===== config.mk =====
export PLATFORM = sky130hd
export DESIGN_NAME = eagu_top
export DESIGN_NICKNAME = d
export VERILOG_FILES = /design/src/rtl/eagu_pkg.sv /design/src/rtl/eagu_adder.sv /design/src/rtl/eagu_operand_sel.sv /design/src/rtl/eagu_ctrl.sv /design/src/rtl/eagu_top.sv
export SDC_FILE = /design/constraint.sdc
export NUM_CORES = 1
export LEC_CHECK = 0
export BUFFER_PORTS_ARGS = -buffer_cell sky130_fd_sc_hd__buf_2
export CAP_MARGIN = 15
export CORE_MARGIN = 8
export CORE_UTILIZATION = 51
export CTS_CLUSTER_DIAMETER = 40
export DETAILED_ROUTE_END_ITERATION = 12
export PLACE_DENSITY = 0.89
export SLEW_MARGIN = 10
export SYNTH_ARGS = -nofsm -noshare
export SYNTH_HDL_FRONTEND = slang
export SYNTH_SLANG_ARGS = --single-unit

===== constraint.sdc =====
create_clock -name clk -period 6.2 [get_ports clk]
set_input_delay 0.93 -clock clk [delete_from_list [all_inputs] [get_ports clk]]
set_output_delay 0.93 -clock clk [all_outputs]
set_load 0.005 [all_outputs]

===== src/rtl/eagu_pkg.sv =====
package eagu_pkg;

  typedef enum logic [2:0] {
    MD_BASE_DISP = 3'b000,
    MD_PC_REL    = 3'b001,
    MD_POST_INC  = 3'b010,
    MD_POST_DEC  = 3'b011,
    MD_NEXT_PC   = 3'b100
  } mode_e;

  typedef enum logic {
    PH_ADDR   = 1'b0,
    PH_UPDATE = 1'b1
  } phase_e;

  function automatic logic mode_is_post(input logic [2:0] m);
    return (m == MD_POST_INC) || (m == MD_POST_DEC);
  endfunction

  function automatic logic mode_is_known(input logic [2:0] m);
    return m <= MD_NEXT_PC;
  endfunction

endpackage


===== src/rtl/eagu_adder.sv =====
module eagu_adder #(
  parameter int W = 32
) (
  input  logic [W-1:0] opa,
  input  logic [W-1:0] opb,
  input  logic         sub,
  output logic [W-1:0] sum
);
  logic [W-1:0] opb_eff;

  always_comb begin
    opb_eff = sub ? ~opb : opb;
    sum     = opa + opb_eff + {{(W-1){1'b0}}, sub};
  end
endmodule


===== src/rtl/eagu_operand_sel.sv =====
module eagu_operand_sel
  import eagu_pkg::*;
#(
  parameter int ADDR_W    = 32,
  parameter int OFF_W     = 16,
  parameter int ACC_SIZE  = 4,
  parameter int INSTR_LEN = 4
) (
  input  logic              upd_phase,
  input  logic [2:0]        mode_now,
  input  logic [2:0]        mode_held,
  input  logic [ADDR_W-1:0] base_now,
  input  logic [ADDR_W-1:0] base_held,
  input  logic [ADDR_W-1:0] pc,
  input  logic [OFF_W-1:0]  offset,
  output logic [ADDR_W-1:0] opa,
  output logic [ADDR_W-1:0] opb,
  output logic              sub
);
  localparam int EXT_W = ADDR_W - OFF_W;
  localparam logic [ADDR_W-1:0] ACC_C = ADDR_W'(ACC_SIZE);
  localparam logic [ADDR_W-1:0] LEN_C = ADDR_W'(INSTR_LEN);

  logic [ADDR_W-1:0] off_sext;

  generate
    if (EXT_W > 0) begin : g_ext
      assign off_sext = {{EXT_W{offset[OFF_W-1]}}, offset};
    end else begin : g_noext
      assign off_sext = offset[ADDR_W-1:0];
    end
  endgenerate

  always_comb begin
    opa = base_now;
    opb = '0;
    sub = 1'b0;
    if (upd_phase) begin
      opa = base_held;
      opb = ACC_C;
      sub = (mode_held == MD_POST_DEC);
    end else begin
      case (mode_now)
        MD_BASE_DISP: begin opa = base_now; opb = off_sext; end
        MD_PC_REL:    begin opa = pc;       opb = off_sext; end
        MD_POST_INC,
        MD_POST_DEC:  begin opa = base_now; opb = '0;       end
        MD_NEXT_PC:   begin opa = pc;       opb = LEN_C;    end
        default:      begin opa = base_now; opb = '0;       end
      endcase
    end
  end
endmodule


===== src/rtl/eagu_ctrl.sv =====
module eagu_ctrl
  import eagu_pkg::*;
#(
  parameter int ADDR_W = 32
) (
  input  logic              clk,
  input  logic              rst,
  input  logic              start,
  input  logic [2:0]        mode,
  input  logic [ADDR_W-1:0] base_in,
  output logic              upd_phase,
  output logic [2:0]        mode_held,
  output logic [ADDR_W-1:0] base_held,
  output logic              ld_mar,
  output logic              ld_npc,
  output logic              ld_wb
);
  phase_e phase_q;
  logic   accept;

  assign accept    = start && (phase_q == PH_ADDR) && mode_is_known(mode);
  assign upd_phase = (phase_q == PH_UPDATE);
  assign ld_mar    = accept && (mode != MD_NEXT_PC);
  assign ld_npc    = accept && (mode == MD_NEXT_PC);
  assign ld_wb     = upd_phase;

  always_ff @(posedge clk) begin
    if (rst) begin
      phase_q   <= PH_ADDR;
      mode_held <= '0;
      base_held <= '0;
    end else begin
      if (accept && mode_is_post(mode)) begin
        phase_q   <= PH_UPDATE;
        mode_held <= mode;
        base_held <= base_in;
      end else begin
        phase_q <= PH_ADDR;
      end
    end
  end

  // the update phase lasts a single cycle
  p_update_one_cycle_r8: assert property (@(posedge clk) disable iff (rst)
    upd_phase |=> !upd_phase);
  // an accepted post-mode start always enters the update phase
  p_post_enters_update_r8: assert property (@(posedge clk) disable iff (rst)
    (start && !upd_phase && mode_is_post(mode)) |=> upd_phase);
  // unknown modes never load anything
  p_unknown_mode_idle_r9: assert property (@(posedge clk) disable iff (rst)
    (start && !mode_is_known(mode)) |-> !(ld_mar || ld_npc));
endmodule


===== src/rtl/eagu_top.sv =====
module eagu_top
  import eagu_pkg::*;
#(
  parameter int ADDR_W    = 32,
  parameter int OFF_W     = 16,
  parameter int ACC_SIZE  = 4,
  parameter int INSTR_LEN = 4
) (
  input  logic              clk,
  input  logic              rst,
  input  logic              start,
  input  logic [2:0]        mode,
  input  logic [ADDR_W-1:0] base_in,
  input  logic [OFF_W-1:0]  offset_in,
  input  logic [ADDR_W-1:0] pc_in,
  output logic [ADDR_W-1:0] mar_out,
  output logic              addr_valid,
  output logic [ADDR_W-1:0] base_wb_val,
  output logic              base_wb_en,
  output logic [ADDR_W-1:0] next_pc,
  output logic              npc_valid,
  output logic              busy
);
  logic              upd_phase, ld_mar, ld_npc, ld_wb, sub;
  logic [2:0]        mode_held;
  logic [ADDR_W-1:0] base_held, opa, opb, sum;

  eagu_ctrl #(.ADDR_W(ADDR_W)) u_ctrl (
    .clk(clk), .rst(rst), .start(start), .mode(mode), .base_in(base_in),
    .upd_phase(upd_phase), .mode_held(mode_held), .base_held(base_held),
    .ld_mar(ld_mar), .ld_npc(ld_npc), .ld_wb(ld_wb)
  );

  eagu_operand_sel #(
    .ADDR_W(ADDR_W), .OFF_W(OFF_W), .ACC_SIZE(ACC_SIZE), .INSTR_LEN(INSTR_LEN)
  ) u_sel (
    .upd_phase(upd_phase), .mode_now(mode), .mode_held(mode_held),
    .base_now(base_in), .base_held(base_held), .pc(pc_in), .offset(offset_in),
    .opa(opa), .opb(opb), .sub(sub)
  );

  eagu_adder #(.W(ADDR_W)) u_add (.opa(opa), .opb(opb), .sub(sub), .sum(sum));

  assign busy = upd_phase;

  always_ff @(posedge clk) begin
    if (rst) begin
      mar_out     <= '0;
      addr_valid  <= 1'b0;
      base_wb_val <= '0;
      base_wb_en  <= 1'b0;
      next_pc     <= '0;
      npc_valid   <= 1'b0;
    end else begin
      addr_valid <= ld_mar;
      base_wb_en <= ld_wb;
      npc_valid  <= ld_npc;
      if (ld_mar) mar_out     <= sum;
      if (ld_wb)  base_wb_val <= sum;
      if (ld_npc) next_pc     <= sum;
    end
  end

  // every address strobe is caused by a start one cycle earlier
  p_addr_from_start_r2: assert property (@(posedge clk) disable iff (rst)
    addr_valid |-> $past(start));
  // the address register only moves when the strobe marks it
  p_mar_hold_r9: assert property (@(posedge clk) disable iff (rst)
    !addr_valid |-> $stable(mar_out));
  // write-back follows the busy cycle
  p_wb_after_busy_r5: assert property (@(posedge clk) disable iff (rst)
    busy |=> (base_wb_en && !busy));
  // next-PC and address strobes never coincide
  p_npc_excl_r7: assert property (@(posedge clk) disable iff (rst)
    npc_valid |-> !addr_valid);
  // a start during busy produces no address strobe
  p_ignore_busy_r8: assert property (@(posedge clk) disable iff (rst)
    busy |=> !addr_valid && !npc_valid);
endmodule


==> metrics.txt <==
outcome=completed; CP max stage delay=roughly 0.56 ns; first-pass GRT wire length=about 37000 um; final setup violating endpoints=0; vias in the first global route=7124; leakage power=3.98 nW; fmax=0.210 GHz; Nets=1226; Crit. Startpoint=mode[2]; Clock Skew=0.0103 ns; standard-cell rows=between 40 and 50; vias per inst=5.93; EDFF count, synth=0; Worst setup EP type=flip-flop; Worst VDD drop=0.253 mV; dpl hpwl=around 18000 um; main flop type after synthesis=dfxtp_1; Pint=1.67 mW; area delta synth->final=21.8%; DR WL/cell=18.4 um; commonest non-fill, non-tap cell in the layout=nand2_1; CTS Buf Count=17; Mapped Nets=1075; switch share=0.305; hold buffers post-CTS=0; Yosys warnings=0; Reg power frac=0.385; Reg clk slew, reported paths=0.07 ns; largest net degree at the start of global routing=roughly 100; Area after DPL=8440 um^2; Slowest cell on crit path=nor2_4; HP Start=next_pc[2]; Pwr Density=266 nW/um^2; post-layout min period=between 4 and 5 ns; die area=18700 um^2; Slew @ Worst Pin=0.992 ns; layout cells sized above 1=0.221; placed instance count=1274; Max Cap Viol=0; most used cell, CP=a21oi_1; routability cong.=0.993; clk root buf=clkbuf_16; average cell area after synthesis=7.74 um^2; chip height=137 um; Final period util=0.768; Crit Reg-Reg Startpoint=u_ctrl.ld_wb; Finished Layout Cells=1306; I/O Buffers=roughly 190; final instance area=9030 um^2; Synth Instances=~960; Initial DRT Pass Iterations=5; Routed WL=24000 um; Net Switching=~0.73 mW; Critical Path, Cell by Cell=buf_2, xnor2_1, nor2_4, mux2i_1, o21ai_0, inv_1, fa_1, nand2b_1, a21oi_1, o211ai_1, a21oi_1, o2111ai_1, a31oi_1, nor4b_1, a311o_1; critical path class=in2reg; Synth Cell Area=between 7000 and 8000 um^2; RSZ-0062 raised after global routing=no; Detail Route Antenna Nets=0; H-tree lvl count=4; Slew headroom=0.339; Max Slew Vio Count=0; clk buf depth=2; Hold WC Path Type=reg2reg; Core ar.=14400 um^2; CTS tree=done; worst-skew pair later-pin latency=0.44 ns; DR vias=about 7700; Worst Path Arrival=~5.2 ns; Seq/Total Area, Yosys=0.365; WL met2=10900 um; met1 WL=10000 um; Iter 0 DRT Violations=roughly 750; remaining global-route overflow=0; Initial Util=0.516; I/O pins=~190; setup repair bufs after CTS=0; DR top layer=met4; antenna violations before repair=0; Critical Path RT=6.58 ns; antenna diode count=0; Num Clock Sinks=135; Die X=137 um; worst-path fanout max=18; final hold slack=0.451 ns; TNS Setup=0 ns; distinct cell type count after synthesis=66; crit path launch type=input pin; total track usage=0.252; post-synthesis async set-or-reset flop share=0; wire length on met3=about 2400 um; most frequent cells in the layout=222 x nand2_1, 184 x buf_2, 134 x dfxtp_1; # DRC=0; Fin. Hold Viols=0; #FFs+latches synth=135; Comb power frac=0.190; Clock power frac=0.425; Post-CTS Resized=0
[registers in the layout (all words and copies together) (netlist names)]
signal,cells
base_wb_val,32
mar_out,32
next_pc,32
u_ctrl.base_held,32
u_ctrl.mode_held,3
addr_valid,1
base_wb_en,1
npc_valid,1
u_ctrl.ld_wb,1
[per-layer routing]
metal	track usage	up-vias
met3	0.0646	60
li1	-	3681
met4	0.101	0
met2	0.396	410
met1	0.323	3592
met5	0	-
[synth_stat cells (3+ instances only)]
cell type    n  area share
and4_1       6      0.0071
or2_2        4      0.0034
o311ai_0     5      0.0059
a21o_1      13       0.013
buf_1        6      0.0030
nand3_1     33       0.022
a311o_1      8       0.011
nand4_1      8      0.0068
nor2_1      53       0.027
or3_1        5      0.0042
and3_1       6      0.0051
a211oi_1    15       0.015
o211ai_1     7      0.0071
o21ai_0     50       0.034
xnor2_1     11       0.013
a31oi_1      3      0.0025
nand2_1    222        0.11
nand2b_1    11      0.0093
and2_1       5      0.0042
dfxtp_1    135        0.36
mux2i_1     49       0.066
clkbuf_1    57       0.029
o21a_1       4      0.0041
a21oi_1    108       0.073
nor4b_1      4      0.0047
or4_1        3      0.0030
o21bai_1     5      0.0051
xor2_1       8      0.0095
o31ai_1      4      0.0041
ha_1        30       0.051
nor3_1      16       0.011
nor4_1       5      0.0042
a211o_1      3      0.0035
o2111ai_1    3      0.0035
inv_1       17      0.0086
[through the flow]
step / total power, mW / utilization / setup slack, ns
after floorplan: 1.22 / - / 1.53
after global placement: 1.38 / 0.587 / 1.31
after detailed placement: 1.39 / 0.587 / 1.21
after CTS: 2.40 / 0.628 / 1.56
after global routing: 2.49 / 0.628 / 1.15
final: 2.40 / 0.628 / 1.44
[power groups by stage]
stage	Clock (mW)	Sequential (mW)	Combinational, mW
after floorplan	0	0.941	0.279
after global placement	0	0.942	0.437
after detailed placement	0	0.943	0.444
after CTS	1.03	0.924	0.448
after global routing	1.07	0.929	0.490
final	1.02	0.924	0.457
[critical path, delay by kind of cell]
kind / cells / cell delay, ns
AOI/OAI and AO/OA: 7 / 2.05
xor gates and xnor gates: 1 / 0.20
adders and majority gates: 1 / 0.46
buffers and inverters: 2 / 0.28
muxes: 1 / 0.16
and+or+nand+nor: 3 / 1.07
[final timing paths]
check / slack (ns) / cells after the start / to
hold / removal: 0.45 / 2 / next_pc[2]
hold reg to reg: 0.45 / 2 / next_pc[2]
setup reg to reg: 1.74 / 14 / base_wb_val[30]
setup / recovery: 1.44 / 15 / base_wb_val[30]
[area by class of cell]
type	count	area, um^2
fillers	1239	5340
clock buffers	18	429
clock inverters	14	163
inverters	17	63.8
flip-flops and latches	135	2710
repair buffers	197	1020
multi-input cells	741	4420
well taps	184	230
[logic make-up after synthesis]
group,after synthesis,synth area share
xor gates and xnor gates,19,0.0224
muxes,49,0.0662
adders and majority gates,31,0.0533
buffers and inverters,82,0.0419
AOI/OAI and AO/OA,248,0.209
and+or+nand+nor,394,0.243
DFF,135,0.365
(Power assumes the default switching activity.)
